**config.mk**
```make
export PLATFORM = sky130hd
export DESIGN_NAME = wiper_stepper
export DESIGN_NICKNAME = d
export VERILOG_FILES = /design/src/rtl/wstep_pkg.sv /design/src/rtl/wstep_fsm.sv /design/src/rtl/wstep_chan.sv /design/src/rtl/wiper_stepper.sv
export SDC_FILE = /design/constraint.sdc
export NUM_CORES = 1
export LEC_CHECK = 0
export ABC_AREA = 0
export BUFFER_PORTS_ARGS = -buffer_cell sky130_fd_sc_hd__buf_2
export CORE_MARGIN = 3
export CORE_UTILIZATION = 40
export DETAILED_ROUTE_END_ITERATION = 8
export PLACE_DENSITY = 0.75
export SLEW_MARGIN = 20
export SYNTH_ARGS = -nofsm -noshare
export SYNTH_HDL_FRONTEND = slang
export SYNTH_SLANG_ARGS = --single-unit
```
**constraint.sdc**
```tcl
create_clock -name clk -period 3.1 [get_ports clk]
set_clock_uncertainty 0.15 [all_clocks]
set_input_delay 0.62 -clock clk [delete_from_list [all_inputs] [get_ports clk]]
set_output_delay 0.62 -clock clk [all_outputs]
set_load 0.02 [all_outputs]
```
**src/rtl/wstep_pkg.sv**
```systemverilog
package wstep_pkg;
    localparam logic [2:0] OP_INC = 3'd0;
    localparam logic [2:0] OP_DEC = 3'd1;
    localparam logic [2:0] OP_SHL = 3'd2;
    localparam logic [2:0] OP_SHR = 3'd3;

    typedef enum logic {
        ST_BOOT = 1'b0,
        ST_RUN  = 1'b1
    } phase_e;

    function automatic int max3(input int a, input int b, input int c);
        int m;
        m = (a > b) ? a : b;
        return (m > c) ? m : c;
    endfunction
endpackage

```
**src/rtl/wstep_fsm.sv**
```systemverilog
module wstep_fsm
    import wstep_pkg::*;
(
    input  logic clk,
    input  logic rst_n,
    input  logic restore_valid,
    output logic run
);
    phase_e state_q;
    phase_e state_d;

    // state register
    always_ff @(posedge clk or negedge rst_n) begin
        if (!rst_n) begin
            state_q <= ST_BOOT;
        end else begin
            state_q <= state_d;
        end
    end

    // transitions: BOOT_TO_RUN on restore, RUN_HOLD otherwise
    always_comb begin
        state_d = state_q;
        unique case (state_q)
            ST_BOOT: if (restore_valid) state_d = ST_RUN;
            ST_RUN:  state_d = ST_RUN;
            default: state_d = ST_BOOT;
        endcase
    end

    // outputs
    always_comb begin
        run = 1'b0;
        unique case (state_q)
            ST_BOOT: run = 1'b0;
            ST_RUN:  run = 1'b1;
            default: run = 1'b0;
        endcase
    end
endmodule

```
**src/rtl/wstep_chan.sv**
```systemverilog
module wstep_chan
    import wstep_pkg::*;
#(
    parameter int W = 9
) (
    input  logic         clk,
    input  logic         rst_n,
    input  logic         ld_fire,
    input  logic [W-1:0] ld_code,
    input  logic         step_fire,
    input  logic [2:0]   step_op,
    output logic [W-1:0] code_q
);
    localparam logic [W-1:0] FULL = {W{1'b1}};
    localparam logic [W-1:0] MID  = {1'b1, {(W-1){1'b0}}};
    localparam logic [W-1:0] ONE  = {{(W-1){1'b0}}, 1'b1};

    logic [W-1:0] stepped;

    always_comb begin
        stepped = code_q;
        unique case (step_op)
            OP_INC: if (code_q != FULL) stepped = code_q + ONE;
            OP_DEC: if (code_q != '0) stepped = code_q - ONE;
            OP_SHL: begin
                if (code_q == '0)       stepped = ONE;
                else if (code_q >= MID) stepped = FULL;
                else                    stepped = code_q << 1;
            end
            OP_SHR: stepped = code_q >> 1;
            default: stepped = code_q;
        endcase
    end

    always_ff @(posedge clk or negedge rst_n) begin
        if (!rst_n) begin
            code_q <= '0;
        end else if (ld_fire) begin
            code_q <= ld_code;
        end else if (step_fire) begin
            code_q <= stepped;
        end
    end
endmodule

```
**src/rtl/wiper_stepper.sv**
```systemverilog
module wiper_stepper
    import wstep_pkg::*;
#(
    parameter int W_A  = 7,
    parameter int W_B  = 9,
    parameter int W_C  = 9,
    parameter int WMAX = max3(W_A, W_B, W_C),
    parameter int WTOT = W_A + W_B + W_C
) (
    input  logic            clk,
    input  logic            rst_n,
    input  logic            cmd_valid,
    input  logic [2:0]      cmd_op,
    input  logic            cmd_all,
    input  logic [1:0]      cmd_sel,
    input  logic            wr_valid,
    input  logic [1:0]      wr_sel,
    input  logic [WMAX-1:0] wr_code,
    input  logic            restore_valid,
    input  logic [WTOT-1:0] restore_codes,
    output logic [W_A-1:0]  wiper_a,
    output logic [W_B-1:0]  wiper_b,
    output logic [W_C-1:0]  wiper_c
);
    localparam int NCH = 3;

    logic run;
    logic step_ok;

    wstep_fsm u_fsm (
        .clk           (clk),
        .rst_n         (rst_n),
        .restore_valid (restore_valid),
        .run           (run)
    );

    // loads win over steps for the whole cycle
    assign step_ok = cmd_valid & run & ~wr_valid & ~restore_valid & (cmd_op <= OP_SHR);

    for (genvar g = 0; g < NCH; g++) begin : gen_ch
        localparam int CW  = (g == 0) ? W_A : ((g == 1) ? W_B : W_C);
        localparam int OFF = (g == 0) ? 0 : ((g == 1) ? W_A : W_A + W_B);

        logic [CW-1:0] code_q;
        logic [CW-1:0] ld_code;
        logic          ld_fire;
        logic          hit;

        assign ld_fire = restore_valid | (wr_valid & (wr_sel == 2'(g)));
        assign ld_code = restore_valid ? restore_codes[OFF +: CW] : wr_code[CW-1:0];
        assign hit     = step_ok & (cmd_all | (cmd_sel == 2'(g)));

        wstep_chan #(.W(CW)) u_chan (
            .clk       (clk),
            .rst_n     (rst_n),
            .ld_fire   (ld_fire),
            .ld_code   (ld_code),
            .step_fire (hit),
            .step_op   (cmd_op),
            .code_q    (code_q)
        );
    end

    assign wiper_a = gen_ch[0].code_q;
    assign wiper_b = gen_ch[1].code_q;
    assign wiper_c = gen_ch[2].code_q;
endmodule

```
==> results of run 1 <==
==> power by group through the flow <==
stage	Clock, mW	Combinational [mW]	Sequential, mW
after floorplan	0	0.403	0.517
after global routing	0.216	0.656	0.546
after CTS	0.207	0.591	0.529
after detailed placement	0	0.588	0.536
final	0.203	0.596	0.536
after global placement	0	0.578	0.533
==> area by class of cell <==
| cell class | instances | area share [%] |
|---|---|---|
| inverter | 13 | 1.48 |
| sequential | 26 | 19.7 |
| clock buffer | 3 | 1.25 |
| timing repair buffer | 87 | 14.4 |
| tap | 96 | 3.64 |
| multi-input combinational | 314 | 59.5 |
==> layout by cell type, fill, tap and decap left out, drive strengths merged, types with 6 or more instances in the layout <==
master,n
nor3,26
nand4,6
nor2,29
dfrtp,26
o211ai,12
a31oi,11
nor4,11
nand2,25
inv,13
and3,7
nand3,10
a22o,6
a21oi,33
or3,8
a2111oi,7
buf,87
o21ai,34
==> layer usage <==
metal	track usage (%)	vias up
li1	-	1626
met1	32.2	1605
met2	35.8	199
met3	5.27	18
met4	5.99	0
met5	0	-
==> state kept, by name (all words and copies together), names as in the netlist <==
signal / flops
u_fsm.state_q: 1
gen_ch.u_chan.code_q: 25
==> worst min path at each step <==
stage | cells after the start | slack (ns) | to | start
CTS | 1 | 0.23 | gen_ch[2].u_chan.code_q[4] | rst_n
floorplan | 0 | 0.17 | gen_ch[0].u_chan.code_q[0] | rst_n
global placement | 1 | 0.33 | u_fsm.state_q | u_fsm.state_q
finish | 1 | 0.20 | gen_ch[2].u_chan.code_q[4] | rst_n
detailed placement | 1 | 0.34 | u_fsm.state_q | u_fsm.state_q
global route | 1 | 0.25 | gen_ch[2].u_chan.code_q[4] | rst_n
==> kinds of logic (layout without fill, tap and decap cells) <==
family | count (synthesis) | after routing | share of synthesized area (%)
xor+xnor | 7 | 7 | 2.17
simple gates | 147 | 147 | 27.3
fa+ha+maj | 3 | 3 | 1.33
buf+inv | 54 | 103 | 7.82
mux | 7 | 7 | 2.61
flops | 26 | 26 | 23.0
compound gates | 150 | 150 | 35.8
==> stage by stage <==
stage	std cells	utilization, %	hold WS, ns
global placement	536	47.6	0.333
global route	539	48.2	0.246
CTS	539	48.2	0.227
finish	539	48.2	0.203
detailed placement	536	47.6	0.336
floorplan	394	-	0.174
==> results.yml, run 1 <==
global_route:
  grt_pass1_vias: 3129
  grt_overflow: 0
  antenna_found_initial: 0
  grt_pass1_wl_um: 15600
  grt_usage_pct: 23.0
  grt_max_degree: 29
routing:
  vias: 3448
  dr_wl_met3_um: 1010
  wl_met1_um: 4270
  top_layer_used: "met4"
  viasPerCell: 6.40
  wl_met2_um: 4360
  routed_wl_um: 9800
  drtPass1Iterations: 5
  drc: 0
  first_iter_violations: 316
  ant_nets: 0
  drt-wirelength-per-cell_um: 18.2
final_layout:
  nets: 495
  diodes: 0
  syn_to_final_growth_pct: 16.4
  seq_area_um2: 651
  multi_input_area_um2: 1960
  fin_area_um2: 3300
  fillers: 722
  drive_above_1_share_pct: 22.1
worst_setup_path:
  critPathTopFamily: "simple AND/OR/NAND/NOR gates"
  reg2reg_slack_ns: 0.48
  critPathBufInv: 2
  worst-r2r-cell-count: 5
  path_cells: "buf_2 -> or3b_1 -> buf_4 -> xnor2_1 -> ha_1 -> nand4_1 -> o32a_1 -> a21oi_1 -> nor3_1 -> a221oi_1"
  r2r_start: "gen_ch[1].u_chan.code_q[2]"
  cp.depth: 10
  path_class: "in2reg"
  r2r_end: "gen_ch[1].u_chan.code_q[8]"
  crit_start: "cmd_op[2]"
  crit_path_max_incr_delay_ns: 0.55
  crit_end: "gen_ch[1].u_chan.code_q[8]"
  crit_path_top_delay_cell: "or3b_1"
  critPathLaunchType: "primary input"
  cp.required_ns: 3.12
  critical_path.endpoint_type: "flip-flop"
  crit_fanout: 9
  arrival_ns: 2.81
power:
  power.share.clock_pct: 15.2
  power.total_mw: 1.33
  combPwrFrac_pct: 44.7
  p_seq_share_pct: 40.1
  leakage_nw: 1.31
  ir_drop_uv: 176
  p_switching_uw: 610
  netSwitchingFraction_pct: 45.7
  pwr_density_cell_nw_per_um2: 405
  intPower_uw: 725
sta:
  tightest_slew_ns: 0.968
  rsz0062_at_grt: "false"
  setup_viol: 0
  final_hold_viol_count: 0
  setup_slack_ns: 0.310
  slew_headroom_pct: 34.9
  fin_crit_sh_pct: 90.0
  fmaxAchievable_ghz: 0.358
  maxSlewViolCount: 0
  fin_setup_tns_ns: 0
  layout_min_cycle_time_ns: 2.79
synth:
  synth.distinct_cells: 62
  syn_area_um2: 2830
  synth-seq-cells: 26
  synth_async_sr_flop_share_pct: 100
  synth_most_common_cell: "clkbuf_1"
  yosys_warnings: 0
  synth-edff-count: 0
  synth_nets: 444
  yosysTopAreaCellShare_pct: 23.0
  ys_top_cells_by_count: "clkbuf_1, a21oi_1, o21ai_0, nor2_1"
  yosys.area.top_type: "dfrtp_1"
  synth_cells: 394
  synth.avg_cell_area_um2: 7.19
  synthFlopType: "dfrtp_1"
  ys_seq_area_share_pct: 23.0
  synthTopCellsByArea: "dfrtp_1, a21oi_1, o21ai_0"
clock_network:
  cts_tree: "yes"
  path_clk_slew_ns: 0.10
  clockRootBuffer: "clkbuf_8"
  cts_htree_levels: 1
  numCtsBuffers: 3
  cts_buffer_depth: 2
  cts_resized: 0
  cts_hold_buffers: 0
  clock_sinks: 26
  clock_latency_ns: 0.28
  post_cts_buffers: 0
floorplanning:
  start_util_pct: 41.4
  row_count: 30
  die_area_um2: 8120
  die_h_um: 90.1
  io-pin-count: 72
  die_w_um: 90.1
  coreArea_um2: 6830
placed_design:
  portBuffers: 71
  dpl_cell_area_um2: 3250
  dpl.hpwl_um: 7280
  place_ws_ns: 0.0768
  routabilityCongestion: 0.896
outcome:
  outcome: "finished clean"
job:
  maxCapViolations: 0
hold_path:
  hp-class: "in2async"
Power figures use the tool's default switching activity.
==> run 2, diff against run 1 <==
--- a/config.mk
+++ b/config.mk
@@ -6,8 +6,9 @@
 export NUM_CORES = 1
 export LEC_CHECK = 0
 export ABC_AREA = 0
-export BUFFER_PORTS_ARGS = -buffer_cell sky130_fd_sc_hd__buf_2
-export CORE_MARGIN = 3
+export BUFFER_PORTS_ARGS = -buffer_cell sky130_fd_sc_hd__buf_4
+export CORE_ASPECT_RATIO = 2
+export CORE_MARGIN = 2
 export CORE_UTILIZATION = 40
 export DETAILED_ROUTE_END_ITERATION = 8
 export PLACE_DENSITY = 0.75
==> results.yml, run 2 (synthesis results as in run 1) <==
floorplanning:
  die_w_um: 63.5
  die_area_um2: 7810
  coreArea_um2: 6890
  row_count: 43
  die_h_um: 123
  start_util_pct: 41.1
  io-pin-count: 72
worst_setup_path:
  critical_path.endpoint_type: "flip-flop"
  reg2reg_slack_ns: 0.49
  critPathLaunchType: "primary input"
  worst-r2r-cell-count: 4
  crit_fanout: 19
  crit_end: "gen_ch[2].u_chan.code_q[2]"
  cp.required_ns: 3.15
  path_class: "in2reg"
  arrival_ns: 2.80
  r2r_end: "gen_ch[2].u_chan.code_q[3]"
  crit_start: "cmd_op[2]"
  r2r_start: "gen_ch[2].u_chan.code_q[4]"
clock_network:
  cts_htree_levels: 1
  cts_buffer_depth: 2
  path_clk_slew_ns: 0.08
  cts_hold_buffers: 0
  clock_latency_ns: 0.28
  cts_resized: 0
  post_cts_buffers: 0
  clock_sinks: 26
  cts_tree: "yes"
  clockRootBuffer: "clkbuf_16"
  numCtsBuffers: 3
global_route:
  grt_usage_pct: 29.2
  top_usage_layer: "met2"
  globalRouteMet1Util_pct: 30.0
  grt_pass1_vias: 3534
  antenna_found_initial: 0
  grt_max_degree: 45
  gr-usage-met3_pct: 3.37
  grt_overflow: 0
  grt_pass1_wl_um: 17600
  grt_util_met2_pct: 50.8
final_layout:
  regMostFlops: "gen_ch.u_chan.code_q"
  mostFrequentLayoutCell: "buf_4"
  drive_above_1_share_pct: 24.3
  largestRegisters: "gen_ch.u_chan.code_q x25, u_fsm.state_q x1"
  syn_to_final_growth_pct: 28.7
  seq_area_um2: 651
  largest_reg_flops: 25
  final_util_pct: 52.9
  final_cell_mix: "buf_4, a21oi_1, o21ai_0, nor2_1"
  diodes: 0
  nets: 507
  fillers: 721
  multi_input_area_um2: 1960
sta:
  slew_headroom_pct: 57.5
  rsz0062_at_grt: "false"
  maxSlewViolCount: 0
  final_hold_viol_count: 0
  tightest_slew_ns: 0.633
  layout_min_cycle_time_ns: 2.75
  fin_setup_tns_ns: 0
  fin_crit_sh_pct: 88.7
  setup_viol: 0
  setup_slack_ns: 0.352
  fmaxAchievable_ghz: 0.364
routing:
  vias: 3662
  drt-wirelength-per-cell_um: 20.6
  first_iter_violations: 329
  drtPass1Iterations: 5
  drc: 0
  viasPerCell: 6.71
  ant_nets: 0
  routed_wl_um: 11300
power:
  leakage_nw: 1.47
  power.total_mw: 1.64
  ir_drop_uv: 223
  pwr_density_cell_nw_per_um2: 450
placed_design:
  dpl.hpwl_um: 8440
  place_ws_ns: 0.0478
  routabilityCongestion: 1.03
  portBuffers: 71
hold_path:
  hp-class: "in2async"
job:
  maxCapViolations: 0
outcome:
  outcome: "finished clean"
## run 2: cell count changes in the layout (fill, tap and decap cells not counted)
cell	before	now
buf_2	71	0
bufinv_16	0	1
buf_4	16	97
buf_12	0	2
clkbuf_16	0	3
clkbuf_8	3	0
## run 2: area by class of cell
| class | count | area share [%] |
|---|---|---|
| multi-input combinational | 314 | 53.8 |
| tap | 90 | 3.09 |
| clock buffer | 3 | 2.06 |
| timing repair buffer | 99 | 21.1 |
| sequential | 26 | 17.9 |
| inverter | 13 | 1.34 |
| clock inverter | 1 | 0.824 |
## run 2: layer usage
layer	up-vias	part of all wire [%]
met3	65	7.5
met5	-	0
met1	1693	33
met2	252	51
met4	0	8.4
li1	1652	-
## run 2: worst min-delay path by stage
stage,endpoint,slack (ns),cells past startpoint
CTS,u_fsm.state_q,0.12,1
finish,gen_ch[1].u_chan.code_q[8],0.11,1
floorplan,gen_ch[0].u_chan.code_q[0],0.17,0
global route,gen_ch[1].u_chan.code_q[8],0.13,1
global placement,u_fsm.state_q,0.33,1
detailed placement,u_fsm.state_q,0.34,1
## run 2: stage by stage
stage | hold slack, ns | cells | cell area, µm²
finish | 0.106 | 546 | 3640
global route | 0.126 | 546 | 3640
CTS | 0.124 | 546 | 3640
detailed placement | 0.341 | 542 | 3540
global placement | 0.333 | 542 | 3540
floorplan | 0.174 | 394 | 2830
## run 2: worst max-delay path, cell delays in order
cell	delay (ns)
buf_4	0.13
or3b_1	0.41
buf_12	0.18
xnor2_1	0.15
ha_1	0.25
buf_4	0.15
nor2_1	0.04
mux2i_1	0.24
xor2_1	0.10
o211ai_1	0.18
o211ai_1	0.16
a31oi_1	0.20
## run 2: report_power, final
group | internal (mW) | switching [mW]
Sequential | 0.393 | 0.131
Clock | 0.258 | 0.150
Combinational | 0.313 | 0.394
Total | 0.964 | 0.675
